$ cat config.mk
export PLATFORM = sky130hd
export DESIGN_NAME = vcmp_ffirst
export DESIGN_NICKNAME = d
export VERILOG_FILES = /design/src/rtl/vcmp_pkg.sv /design/src/rtl/vcmp_compare.sv /design/src/rtl/vcmp_failtest.sv /design/src/rtl/vcmp_index.sv /design/src/rtl/vcmp_ffirst.sv
export SDC_FILE = /design/constraint.sdc
export NUM_CORES = 1
export LEC_CHECK = 0
export BUFFER_PORTS_ARGS = -buffer_cell sky130_fd_sc_hd__buf_2
export CAP_MARGIN = 30
export CORE_MARGIN = 1.5
export CORE_UTILIZATION = 53
export CTS_CLUSTER_SIZE = 28
export DETAILED_ROUTE_END_ITERATION = 6
export GPL_ROUTABILITY_DRIVEN = 0
export GPL_TIMING_DRIVEN = 0
export PLACE_DENSITY = 0.81
export SYNTH_ARGS = -nofsm -noshare
export SYNTH_HDL_FRONTEND = slang
export SYNTH_SLANG_ARGS = --single-unit
$ cat constraint.sdc
create_clock -name clk -period 3.9 [get_ports clk]
set_input_delay 0.78 -clock clk [delete_from_list [all_inputs] [get_ports clk]]
set_output_delay 0.78 -clock clk [all_outputs]
set_load 0.005 [all_outputs]
$ cat src/rtl/vcmp_pkg.sv
package vcmp_pkg;

    // Tested-bit selector encoding
    typedef enum logic [1:0] {
        SEL_LT = 2'd0,
        SEL_GT = 2'd1,
        SEL_EQ = 2'd2,
        SEL_SO = 2'd3
    } tsel_e;

    typedef enum logic {
        ST_IDLE = 1'b0,
        ST_RUN  = 1'b1
    } seq_st_e;

    // Condition field, lt in bit 3 down to so in bit 0
    typedef struct packed {
        logic lt;
        logic gt;
        logic eq;
        logic so;
    } crf_t;

    localparam int CRF_W = 4;

endpackage

$ cat src/rtl/vcmp_compare.sv
module vcmp_compare
    import vcmp_pkg::*;
#(
    parameter int XLEN = 32,
    parameter int IMMW = 16
) (
    input  logic [XLEN-1:0] opnd,
    input  logic [IMMW-1:0] imm,
    output crf_t            res
);
    localparam int EXTW = XLEN - IMMW;

    logic signed [XLEN-1:0] a_s;
    logic signed [XLEN-1:0] b_s;

    generate
        if (EXTW > 0) begin : g_ext
            assign b_s = {{EXTW{imm[IMMW-1]}}, imm};
        end else begin : g_trunc
            assign b_s = imm[XLEN-1:0];
        end
    endgenerate

    assign a_s = opnd;

    always_comb begin
        res.lt = (a_s < b_s);
        res.gt = (a_s > b_s);
        res.eq = (a_s == b_s);
        res.so = 1'b0;
    end
endmodule

$ cat src/rtl/vcmp_failtest.sv
module vcmp_failtest
    import vcmp_pkg::*;
(
    input  logic  en,
    input  crf_t  res,
    input  tsel_e sel,
    input  logic  pol,
    output logic  fail
);
    logic picked;

    always_comb begin
        unique case (sel)
            SEL_LT:  picked = res.lt;
            SEL_GT:  picked = res.gt;
            SEL_EQ:  picked = res.eq;
            default: picked = res.so;
        endcase
        fail = en && (picked == pol);
    end
endmodule

$ cat src/rtl/vcmp_index.sv
module vcmp_index #(
    parameter int AW   = 5,
    parameter int OFFW = 7
) (
    input  logic [AW-1:0]   base,
    input  logic            vec,
    input  logic [OFFW-1:0] off,
    output logic [AW-1:0]   addr
);
    logic [AW-1:0] off_w;

    generate
        if (OFFW >= AW) begin : g_cut
            assign off_w = off[AW-1:0];
        end else begin : g_pad
            assign off_w = {{(AW-OFFW){1'b0}}, off};
        end
    endgenerate

    assign addr = vec ? (base + off_w) : base;
endmodule

$ cat src/rtl/vcmp_ffirst.sv
module vcmp_ffirst
    import vcmp_pkg::*;
#(
    parameter int XLEN  = 32,
    parameter int IMMW  = 16,
    parameter int NREG  = 32,
    parameter int NCRF  = 8,
    parameter int VLMAX = 64,
    localparam int RIDXW = $clog2(NREG),
    localparam int CIDXW = $clog2(NCRF),
    localparam int VLW   = $clog2(VLMAX + 1)
) (
    input  logic             clk,
    input  logic             rst_n,
    input  logic             start,
    input  logic [VLW-1:0]   vl_in,
    input  logic [RIDXW-1:0] ra_base,
    input  logic [CIDXW-1:0] ba_base,
    input  logic             ra_vec,
    input  logic             ba_vec,
    input  logic [IMMW-1:0]  imm,
    input  logic             ffirst_en,
    input  logic [1:0]       test_sel,
    input  logic             test_pol,
    input  logic             incl,
    output logic [RIDXW-1:0] rf_addr,
    input  logic [XLEN-1:0]  rf_data,
    output logic             cr_we,
    output logic [CIDXW-1:0] cr_addr,
    output logic [CRF_W-1:0] cr_data,
    output logic             busy,
    output logic             done,
    output logic [VLW-1:0]   vl_out
);
    typedef struct packed {
        seq_st_e          st;
        logic [VLW-1:0]   idx;
        logic [VLW-1:0]   vl;
        logic [RIDXW-1:0] ra;
        logic [CIDXW-1:0] ba;
        logic             rav;
        logic             bav;
        logic [IMMW-1:0]  imm;
        logic             ff;
        tsel_e            sel;
        logic             pol;
        logic             incl;
        logic             done;
    } seq_t;

    localparam seq_t SEQ_RST = '{
        st:   ST_IDLE,
        idx:  '0,
        vl:   '0,
        ra:   '0,
        ba:   '0,
        rav:  1'b0,
        bav:  1'b0,
        imm:  '0,
        ff:   1'b0,
        sel:  SEL_LT,
        pol:  1'b0,
        incl: 1'b0,
        done: 1'b0
    };

    seq_t seq_d, seq_q;

    crf_t elem_res;
    logic elem_fail;
    logic last_elem;
    logic running;

    vcmp_index #(.AW(RIDXW), .OFFW(VLW)) u_src_idx (
        .base (seq_q.ra),
        .vec  (seq_q.rav),
        .off  (seq_q.idx),
        .addr (rf_addr)
    );

    vcmp_index #(.AW(CIDXW), .OFFW(VLW)) u_dst_idx (
        .base (seq_q.ba),
        .vec  (seq_q.bav),
        .off  (seq_q.idx),
        .addr (cr_addr)
    );

    vcmp_compare #(.XLEN(XLEN), .IMMW(IMMW)) u_cmp (
        .opnd (rf_data),
        .imm  (seq_q.imm),
        .res  (elem_res)
    );

    vcmp_failtest u_test (
        .en   (seq_q.ff),
        .res  (elem_res),
        .sel  (seq_q.sel),
        .pol  (seq_q.pol),
        .fail (elem_fail)
    );

    assign running   = (seq_q.st == ST_RUN);
    assign last_elem = (seq_q.idx == seq_q.vl - VLW'(1));

    // Exclusive mode drops the failing element's write
    assign cr_we   = running && !(elem_fail && !seq_q.incl);
    assign cr_data = elem_res;
    assign busy    = running;
    assign done    = seq_q.done;
    assign vl_out  = seq_q.vl;

    always_comb begin
        seq_d      = seq_q;
        seq_d.done = 1'b0;
        unique case (seq_q.st)
            ST_IDLE: begin
                if (start) begin
                    seq_d.idx  = '0;
                    seq_d.vl   = vl_in;
                    seq_d.ra   = ra_base;
                    seq_d.ba   = ba_base;
                    seq_d.rav  = ra_vec;
                    seq_d.bav  = ba_vec;
                    seq_d.imm  = imm;
                    seq_d.ff   = ffirst_en;
                    seq_d.sel  = tsel_e'(test_sel);
                    seq_d.pol  = test_pol;
                    seq_d.incl = incl;
                    if (vl_in == '0) begin
                        seq_d.done = 1'b1;
                    end else begin
                        seq_d.st = ST_RUN;
                    end
                end
            end
            default: begin
                if (elem_fail) begin
                    seq_d.vl   = seq_q.incl ? (seq_q.idx + VLW'(1)) : seq_q.idx;
                    seq_d.st   = ST_IDLE;
                    seq_d.done = 1'b1;
                end else if (last_elem) begin
                    seq_d.st   = ST_IDLE;
                    seq_d.done = 1'b1;
                end else begin
                    seq_d.idx  = seq_q.idx + VLW'(1);
                end
            end
        endcase
    end

    always_ff @(posedge clk or negedge rst_n) begin
        if (!rst_n) begin
            seq_q <= SEQ_RST;
        end else begin
            seq_q <= seq_d;
        end
    end
endmodule

==> results of run 1 <==
==> cell usage after synthesis (2+ instances only) <==
library cell / instances
nand2_1: 82
dfrtp_1: 47
ha_1: 39
inv_1: 28
o21ai_0: 28
a21oi_1: 18
clkbuf_1: 15
xnor2_1: 15
nand3_1: 13
nand4_1: 11
nor2_1: 11
mux2i_1: 10
buf_4: 9
xor2_1: 8
nor3_1: 5
mux2_2: 4
nor4_1: 4
o21ai_1: 4
a211oi_1: 3
a21o_1: 3
nor2b_1: 3
a311o_1: 2
a31oi_1: 2
and3_1: 2
buf_6: 2
fa_1: 2
nor3_2: 2
nor3b_1: 2
o211ai_1: 2
o21a_1: 2
o31ai_1: 2
==> logic make-up after synthesis <==
logic type | Yosys count
AND/OR/NAND/NOR | 145
flip-flops | 47
other | 1
AO/OA/AOI/OAI | 76
adder cells (fa/ha/maj) | 41
multiplexers | 15
buffers and inverters | 54
XOR/XNOR | 23
==> state kept, by name (all words and copies together), names as in the netlist <==
register,cells
done,1
seq_q,38
busy,1
vl_out,7
==> timing repair <==
item / 4_1_cts / 5_1_grt
endpoints found under the hold margin: 0 / 0
gates resized for setup: 15 / 10
cloned: 0 / 0
buffers inserted: 11 / 6
setup endpoints to repair: 1 / 1
pin swaps: 11 / 12
==> power by group through the flow <==
stage	Clock [W]	Sequential, W	Combinational (W)
after CTS	0.000305	0.000916	0.00199
after global routing	0.000325	0.000954	0.00235
final	0.000303	0.000927	0.00209
after floorplan	0	0.000866	0.00134
after detailed placement	0	0.000922	0.00182
after global placement	0	0.000905	0.00172
==> how the worst max path moves through the flow <==
| stage | to | cells after the start | slack, ps |
|---|---|---|---|
| after floorplan | cr_we | 10 | 420 |
| after global placement | cr_we | 12 | -40 |
| after detailed placement | cr_we | 12 | -140 |
| after CTS | cr_we | 13 | 5 |
| after global routing | cr_we | 14 | -190 |
| final | cr_we | 13 | -20 |
==> worst register-to-register path, cell delays in order, from the launching register on <==
cell and delay [ps]:
dfrtp_1 390, clkinvlp_4 190, buf_6 190, ha_1 290, nand4_1 120, buf_4 200
a2111oi_4 310, o31a_1 250, a21oi_2 90, buf_4 140, buf_4 120, buf_4 120
buf_4 130, nand3_1 130, nand3_2 170, buf_6 190, a311o_1 300
==> layer usage <==
layer | share of wire [%] | global-route usage, %
met1 | 42 | 32.8
met2 | 49 | 44.4
met3 | 5.3 | 3.96
met4 | 3.3 | 10.3
met5 | 0 | 0
==> layout make-up <==
type / instances / area (sq um) / share of cell area [%]
Multi-Input combinational cell: 301 / 2230 / 49.8
Clock buffer: 6 / 82.6 / 1.85
Buffer: 26 / 146 / 3.28
Timing Repair Buffer: 111 / 628 / 14.1
Sequential cell: 47 / 1180 / 26.3
Inverter: 28 / 109 / 2.44
Tap cell: 77 / 96.3 / 2.16
Clock inverter: 1 / 5.00 / 0.112
==> stage by stage <==
step	area [sq um]	instances
after CTS	4340	591
after global routing	4470	597
after detailed placement	4070	573
after global placement	4050	572
final	4470	597
after floorplan	3490	402
==> out/qor.yml, run 1 <==
layout_common_cells: "buf_2 (93), nand2_1 (82), dfrtp_1 (47), ha_1 (33)"
n_fill_cell: 486
setup_ws_ps: -24.3
cp_common_cell: "buf_2"
synth_top_family_by_area: "simple AND/OR/NAND/NOR gates"
pre_cts_ws_ps: -135
grt_max_degree: 27
combPwrFrac_pct: 63.0
overflow: 0
critPathMaxStageDelay_ps: 340
critPathMaxFanout: 3
dr.pass1.iters: 4
hold_viol_final: 0
core_sq_mm: 0.00635
worst_pin_slew_ps: 582
r2r_end: "seq_q[45]"
grt_pass1_vias: 3339
fp-row-count: 29
io_buffers: 93
critical_path_arrival_ps: 3140
nets: 634
layout_commonest_cell: "buf_2"
reg2reg_depth: 16
initial_core_util_pct: 54.9
timing.rr.start: "seq_q[21]"
worstPathRequired_ps: 3120
path_delay_family: "compound AO/OA/AOI/OAI gates"
ys_async_sr_fraction_pct: 100
violations: "setup timing"
synth_edf_count: 0
p_total_w: 0.00332
drc_errors: 0
cts_buffer_depth: 2
cp_cell_sequence: "buf_2 -> ha_1 -> nand4_1 -> buf_4 -> nor2_1 -> a221o_1 -> o31a_1 -> a21oi_2 -> and3b_4 -> xor2_2 -> nand2_1 -> o21a_1 -> buf_2"
pwr_density_cell_mw_per_mm2: 744
die_area_sq_mm: 0.00708
wl_mm: 9.16
synth_top_cell_area_share_pct: 33.7
dp_hpwl_mm: 6.48
critPathSlowestCell: "o31a_1"
drt_iter0_markers: 199
relSlewSlack_pct: 61.2
die_width_um: 84.1
yosysWarningCount: 0
final_core_util_pct: 70.4
synth_fp_nets: 516
ant_nets: 0
p_leak_nw: 2.22
ir_drop_v: 0.000412
timing.fmax_mhz: 255
cts_tree: "built"
yosysTopAreaCell: "dfrtp_1"
ys.flop_type: "dfrtp_1"
synth.area.top_cells: "dfrtp_1 (34%), ha_1 (14%), nand2_1 (8.8%)"
wl_per_cell_um: 15.3
cts_max_level: 2
p_int_w: 0.00185
hold_path.class: "input port to asynchronous set/reset pin"
yosys.area_share.simple_pct: 19.9
start_kind: "input port"
vias: 3365
path_clk_slew_ps: 90
cts_hold_buf: 0
drt-vias-per-instance: 5.64
tns_ps: -24.3
ys_seq_elements: 47
syn_to_final_growth_pct: 28.2
clock_latency_ps: 300
cts_buffers: 5
hold_ws_ps: 443
drive_gt1_share_pct: 30.2
diodes: 0
synthCells: 402
fin_crit_sh_pct: 101
pwr-share-seq_pct: 27.9
netlist_area_sq_mm: 0.00349
clkPwrFrac_pct: 9.1
swShare_pct: 44.4
maxCapViolCount: 0
ys_types: 53
grt_pass1_wl_mm: 14.8
period_needed_ps: 3920
r2r_slack_ps: 510
critical_path_class: "input port to output pin"
synth_adder_area_share_pct: 15.1
ios: 95
grt.total_usage_pct: 25.9
cts_root_buf: "clkbuf_8"
synth_mux_area_share_pct: 4.81
status: "complete, but fails checks"
yosysSeqAreaShare_pct: 33.7
synth_compound_area_share_pct: 13.3
antenna_found_initial: 0
fin_worst_skew_ps: 12.0
rsz0062_at_grt: "yes"
slew_viol_final: 0
avgSynthCellArea_sq_um: 8.67
power_switching_w: 0.00147
endpoint_kind: "output pin"
crit_buf_inv: 3
crit_start: "rf_data[9]"
die-height_um: 84.1
synth-xor-area-share_pct: 5.78
cts_sinks: 47
setup_violations: 1
Note: power is estimated with default switching activity, not from simulation.
==> inputs of run 2 (changes only) <==
--- a/config.mk
+++ b/config.mk
@@ -14,6 +14,7 @@
 export GPL_ROUTABILITY_DRIVEN = 0
 export GPL_TIMING_DRIVEN = 0
 export PLACE_DENSITY = 0.81
+export SETUP_SLACK_MARGIN = 0.02
 export SYNTH_ARGS = -nofsm -noshare
 export SYNTH_HDL_FRONTEND = slang
 export SYNTH_SLANG_ARGS = --single-unit
==> out/qor.yml, run 2 (synthesized netlist as in run 1, its figures left out) <==
pwr_density_cell_mw_per_mm2: 742  # was 744 mW/mm^2
grt_pass1_vias: 3354  # was 3339
violations: "setup timing"  # unchanged
cts_sinks: 47  # unchanged
antenna_found_initial: 0  # unchanged
io_buffers: 93  # unchanged
fp-row-count: 29  # unchanged
timing.fmax_mhz: 251  # was 255 MHz
dr.pass1.iters: 4  # unchanged
largest_reg_flops: 38  # unchanged
initial_core_util_pct: 54.9  # unchanged
clock_latency_ps: 300  # about the same
wl_mm: 9.06  # was 9.16 mm
layout_common_cells: "buf_2 (93), nand2_1 (82), dfrtp_1 (47), o21ai_0 (28), ha_1 (28)"  # was buf_2 (93), nand2_1 (82), dfrtp_1 (47), ha_1 (33)
cts_hold_buf: 0  # unchanged
fin_worst_skew_ps: 10.1  # was 12.0 ps
regMostFlops: "seq_q"  # unchanged
layout_commonest_cell: "buf_2"  # unchanged
worstPathRequired_ps: 3120  # about the same
critPathMaxFanout: 5  # was 3
syn_to_final_growth_pct: 30.0  # was 28.2%
die-height_um: 84.1  # unchanged
period_needed_ps: 3980  # was 3920 ps
critical_path_arrival_ps: 3200  # was 3140 ps
dp.cells: 573  # unchanged
die_width_um: 84.1  # unchanged
drt-vias-per-instance: 5.65  # was 5.64
overflow: 0  # unchanged
die_area_sq_mm: 0.00708  # unchanged
relSlewSlack_pct: 61.5  # was 61.2%
wl_per_cell_um: 15.2  # was 15.3 um
grt_max_degree: 27  # unchanged
slew_viol_final: 0  # unchanged
cts_max_level: 2  # unchanged
ir_drop_v: 0.000439  # was 0.000412 V
cts_tree: "built"  # unchanged
endpoint_kind: "output pin"  # unchanged
drive_gt1_share_pct: 31.3  # was 30.2%
grt_pass1_wl_mm: 15.0  # was 14.8 mm
status: "complete, but fails checks"  # unchanged
worst_pin_slew_ps: 578  # was 582 ps
critical_path_class: "flip-flop to output pin"  # was input port to output pin
layout.cells.non_filler: 595  # was 597
hold_viol_final: 0  # unchanged
vias: 3362  # was 3365
ant_nets: 0  # unchanged
cts_buffer_depth: 2  # unchanged
grt.total_usage_pct: 26.2  # was 25.9%
p_leak_nw: 2.21  # was 2.22 nW
ios: 95  # unchanged
cts_buffers: 5  # unchanged
start_kind: "flip-flop"  # was input port
setup_violations: 1  # unchanged
n_fill_cell: 475  # was 486
cts_root_buf: "clkbuf_8"  # unchanged
path_clk_slew_ps: 90  # about the same
drc_errors: 0  # unchanged
nets: 632  # was 634
setup_ws_ps: -76.2  # was -24.3 ps
diodes: 0  # unchanged
rsz0062_at_grt: "yes"  # unchanged
fin_crit_sh_pct: 102  # was 101%
maxCapViolCount: 0  # unchanged
core_sq_mm: 0.00635  # unchanged
tns_ps: -76.2  # was -24.3 ps
drt_iter0_markers: 207  # was 199
final_core_util_pct: 71.4  # was 70.4%
p_total_w: 0.00337  # was 0.00332 W
hold_path.class: "input port to asynchronous set/reset pin"  # unchanged
dp_hpwl_mm: 6.48  # unchanged
[run 2: worst max-delay path, stage by stage (launching register included)]
cell and delay [ps]:
dfrtp_1 390, clkinvlp_4 190, buf_6 200, ha_4 270, nand4_1 230, nor4_4 400
a211oi_2 150, a2bb2oi_2 170, a21oi_4 140, and3b_4 230, xor2_2 150, nand2_1 70
o21a_1 190, buf_2 130
[run 2: repair_timing]
action | 4_1_cts | 5_1_grt
buffers inserted | 13 | 2
gates resized for setup | 23 | 10
endpoints found under the setup margin | 1 | 1
pin swaps | 14 | 9
[run 2: cell type report]
| class | instances | area (sq um) | share of cell area, % |
|---|---|---|---|
| Multi-Input combinational cell | 301 | 2300 | 50.7 |
| Timing Repair Buffer | 109 | 621 | 13.7 |
| Inverter | 28 | 109 | 2.40 |
| Clock inverter | 1 | 5.00 | 0.110 |
| Sequential cell | 47 | 1180 | 25.9 |
| Clock buffer | 6 | 82.6 | 1.82 |
| Tap cell | 77 | 96.3 | 2.12 |
| Buffer | 26 | 146 | 3.23 |
[run 2: routing by layer]
| layer | GRT usage [%] | up-vias | share of wire, % | wire [um] |
|---|---|---|---|---|
| li1 | - | 1614 | - | - |
| met1 | 33.1 | 1596 | 42 | 3840 |
| met2 | 44.9 | 127 | 49 | 4440 |
| met3 | 3.86 | 25 | 5.6 | 510 |
| met4 | 10.6 | 0 | 3.0 | 270 |
| met5 | 0 | - | 0 | 0 |
[run 2: worst paths after layout]
path	slack, ps	cells past startpoint	startpoint	endpoint
setup / recovery	-80	13	seq_q[21]	cr_we
hold / removal	440	1	rst_n	seq_q[42]
setup reg to reg	430	18	seq_q[21]	seq_q[44]
hold reg to reg	510	2	seq_q[27]	seq_q[27]
max in group asynchronous	2930	2	rst_n	seq_q[5]
min in group clk	510	2	seq_q[27]	seq_q[27]
[run 2: power by group]
| group | total [W] | switching [W] | internal, W |
|---|---|---|---|
| clock network | 0.000305 | 0.000165 | 0.000140 |
| logic | 0.00213 | 0.00111 | 0.00103 |
| registers | 0.000926 | 0.000212 | 0.000714 |
| total | 0.00337 | 0.00149 | 0.00188 |
[run 2: through the flow]
step | setup WS (ps) | hold WS (ps) | instance area [sq um]
detailed placement | -135 | 485 | 4070
CTS | 24.0 | 459 | 4440
global route | -213 | 476 | 4530
floorplan | 424 | 450 | 3490
global placement | -44.8 | 472 | 4050
finish | -76.2 | 445 | 4530
==> inputs of run 3 (changes only) <==
--- a/config.mk
+++ b/config.mk
@@ -14,7 +14,9 @@
 export GPL_ROUTABILITY_DRIVEN = 0
 export GPL_TIMING_DRIVEN = 0
 export PLACE_DENSITY = 0.81
+export REMOVE_ABC_BUFFERS = 1
 export SETUP_SLACK_MARGIN = 0.02
 export SYNTH_ARGS = -nofsm -noshare
 export SYNTH_HDL_FRONTEND = slang
+export SYNTH_HIERARCHICAL = 1
 export SYNTH_SLANG_ARGS = --single-unit
==> out/qor.yml, run 3 <==
io_buffers: 93  # unchanged
start_kind: "flip-flop"  # unchanged
core_sq_mm: 0.00631  # was 0.00635 sq mm
wl_mm: 7.98  # was 9.06 mm
critical_path_arrival_ps: 3370  # was 3200 ps
worst_pin_slew_ps: 875  # was 578 ps
setup_violations: 1  # unchanged
cts_root_buf: "clkbuf_8"  # unchanged
layout_commonest_cell: "nand2_1"  # was buf_2
ys_seq_elements: 47  # unchanged
grt_pass1_wl_mm: 14.3  # was 15.0 mm
endpoint_kind: "output pin"  # unchanged
yosysSeqAreaShare_pct: 34.3  # was 33.7%
ys.flop_type: "dfrtp_1"  # unchanged
yosysWarningCount: 6  # was 0
maxCapViolCount: 0  # unchanged
clkPwrFrac_pct: 11.9  # was 9.1%
ant_nets: 0  # unchanged
vias: 3123  # was 3362
ios: 95  # unchanged
die_area_sq_mm: 0.00697  # was 0.00708 sq mm
grt_pass1_vias: 3272  # was 3354
cts_max_level: 2  # unchanged
layout_common_cells: "nand2_1 (115), buf_2 (93), dfrtp_1 (46), ha_1 (35), inv_1 (28)"  # was buf_2 (93), nand2_1 (82), dfrtp_1 (47), o21ai_0 (28), ha_1 (28)
cts_buffers: 5  # unchanged
relSlewSlack_pct: 41.6  # was 61.5%
nets: 597  # was 632
dp_hpwl_mm: 5.91  # was 6.48 mm
ys_async_sr_fraction_pct: 100  # unchanged
dr.pass1.iters: 4  # unchanged
p_total_w: 0.00314  # was 0.00337 W
initial_core_util_pct: 54.4  # was 54.9%
cts_tree: "built"  # unchanged
wl_met1_mm: 3.22  # was 3.84 mm
cts_sinks: 47  # unchanged
drt_iter0_markers: 128  # was 207
design_area_sq_mm: 0.00422  # was 0.00453 sq mm
combPwrFrac_pct: 57.8  # was 63.4%
power_switching_w: 0.00135  # was 0.00149 W
r2r_end: "seq_q[40]"  # was seq_q[44]
violations: "setup timing"  # unchanged
pwr-share-seq_pct: 30.3  # was 27.5%
synth.area.top_cells: "dfrtp_1 (34%), ha_1 (14%), nand2_1 (13%)"  # was dfrtp_1 (34%), ha_1 (14%), nand2_1 (8.8%)
fin_crit_sh_pct: 106  # was 102%
place_area_sq_mm: 0.00395  # was 0.00407 sq mm
hold_path.class: "input port to asynchronous set/reset pin"  # unchanged
ir_drop_v: 0.000498  # was 0.000439 V
final_core_util_pct: 66.8  # was 71.4%
period_needed_ps: 4150  # was 3980 ps
clock_latency_ps: 300  # about the same
r2r_slack_ps: 70  # was 430 ps
met3_length_um: 449  # was 510 um
timing.fmax_mhz: 241  # was 251 MHz
synthTopCellsByCount: "nand2_1 (115), dfrtp_1 (47), ha_1 (39), inv_1 (29)"  # was nand2_1 (82), dfrtp_1 (47), ha_1 (39), inv_1 (28), o21ai_0 (28)
die_width_um: 83.5  # was 84.1 um
reg2reg_depth: 15  # was 18
avgSynthCellArea_sq_um: 8.78  # was 8.67 sq um
yosysTopAreaCell: "dfrtp_1"  # unchanged
grt.total_usage_pct: 24.6  # was 26.2%
critPathMaxStageDelay_ps: 480  # was 400 ps
cp_cell_sequence: "clkinvlp_4 -> buf_6 -> ha_1 -> nand4_1 -> nor4_2 -> o41ai_2 -> o211a_1 -> mux2i_1 -> mux4_2 -> xnor2_1 -> and2_4 -> a21boi_2 -> buf_2"  # was clkinvlp_4 -> buf_6 -> ha_4 -> nand4_1 -> nor4_4 -> a211oi_2 -> a2bb2oi_2 -> a21oi_4 -> and3b_4 -> xor2_2 -> nand2_1 -> o21a_1 -> buf_2
timing.rr.start: "seq_q[21]"  # unchanged
slew_viol_final: 0  # unchanged
drc_errors: 0  # unchanged
antenna_found_initial: 0  # unchanged
ys_types: 65  # was 53
status: "complete, but fails checks"  # unchanged
yosys.cell_count.top_type: "nand2_1"  # unchanged
wl_per_cell_um: 14.2  # was 15.2 um
cts_hold_buf: 0  # unchanged
topRoutingLayerUsed: "met4"  # unchanged
regMostFlops: "seq_q"  # unchanged
critPathSlowestCell: "mux4_2"  # was nor4_4
synth_edf_count: 0  # unchanged
diodes: 0  # unchanged
pre_cts_ws_ps: -396  # was -135 ps
drive_gt1_share_pct: 28.3  # was 31.3%
pwr_density_cell_mw_per_mm2: 745  # was 742 mW/mm^2
synth_top_cell_area_share_pct: 34.3  # was 33.7%
critPathMaxFanout: 6  # was 5
p_int_w: 0.00179  # was 0.00188 W
syn_to_final_growth_pct: 22.8  # was 30.0%
netlist_area_sq_mm: 0.00343  # was 0.00349 sq mm
fin_worst_skew_ps: 9.05  # was 10.1 ps
grt_max_degree: 41  # was 27
drt-vias-per-instance: 5.57  # was 5.65
die-height_um: 83.5  # was 84.1 um
rsz0062_at_grt: "yes"  # unchanged
synthCells: 391  # was 402
critical_path_class: "flip-flop to output pin"  # unchanged
cts_buffer_depth: 2  # unchanged
wl_met2_mm: 4.16  # was 4.44 mm
overflow: 0  # unchanged
path_clk_slew_ps: 90  # about the same
largest_reg_flops: 38  # unchanged
worstPathRequired_ps: 3120  # about the same
fp-row-count: 29  # unchanged
hold_viol_final: 0  # unchanged
p_leak_nw: 2.20  # was 2.21 nW
swShare_pct: 43.1  # was 44.2%
setup_ws_ps: -252  # was -76.2 ps
run 3: power by group through the flow:
stage,registers [W],clock network (W),logic [W]
after floorplan,0.000895,0,0.00122
after global placement,0.000941,0,0.00157
after detailed placement,0.000957,0,0.00168
after CTS,0.000951,0.000379,0.00179
after global routing,0.000990,0.000400,0.00205
final,0.000950,0.000374,0.00182
run 3: how the worst max path moves through the flow:
stage                          start     to  slack [ps]  cells after the start
final                      seq_q[21]  cr_we        -250                     13
after global routing       seq_q[21]  cr_we        -390                     13
after CTS                  seq_q[21]  cr_we        -200                     12
after detailed placement  rf_data[7]  cr_we        -400                     13
after global placement    rf_data[6]  cr_we        -370                     13
after floorplan           rf_data[6]  cr_we         110                     11
run 3: area by class of cell:
cell class / instances / area (sq um)
clock buffers: 6 / 82.6
clock inverters: 2 / 35.0
fillers: 540 / 2100
inverters: 29 / 113
multi-input cells: 297 / 2130
flip-flops and latches: 47 / 1180
well taps: 77 / 96.3
repair buffers: 102 / 577
repair inverters: 1 / 7.51
run 3: what timing repair did:
action / in CTS / in global routing
pin swaps: 4 / 4
resized for setup: 13 / 2
endpoints found under the hold margin: 0 / 0
buffers inserted: 6 / 1
setup endpoints to repair: 10 / 13
cloned: 1 / 0
run 3: cell families (layout without fill, tap and decap cells):
group,Yosys count,after routing,share of synthesized area [%]
AOI/OAI and AO/OA,63,63,12.8
xor gates and xnor gates,19,19,4.85
adders and majority gates,41,41,15.4
buffers and inverters,47,140,6.05
DFF,47,47,34.3
muxes,16,16,5.32
other,1,1,0.109
and+or+nand+nor,157,157,21.2
run 3: stage by stage:
stage	TNS [ps]	hold slack [ps]	std cells
floorplan	0	437	373
global placement	-2410	456	543
detailed placement	-2760	455	545
CTS	-197	393	560
global route	-1130	406	561
finish	-252	385	561
run 3: critical path: cells and delay by family, from the launching register on:
| family | cells | cell delay [ps] |
|---|---|---|
| xor gates and xnor gates | 1 | 140 |
| and+or+nand+nor | 3 | 710 |
| DFF | 1 | 400 |
| AOI/OAI and AO/OA | 3 | 430 |
| muxes | 2 | 630 |
| buffers and inverters | 3 | 470 |
| adders and majority gates | 1 | 280 |
run 3: routing by layer:
layer,global-route usage [%],vias to the layer above
met1,30.1,1476
met5,0,-
met4,6.41,0
li1,-,1520
met3,3.96,16
met2,45.0,111
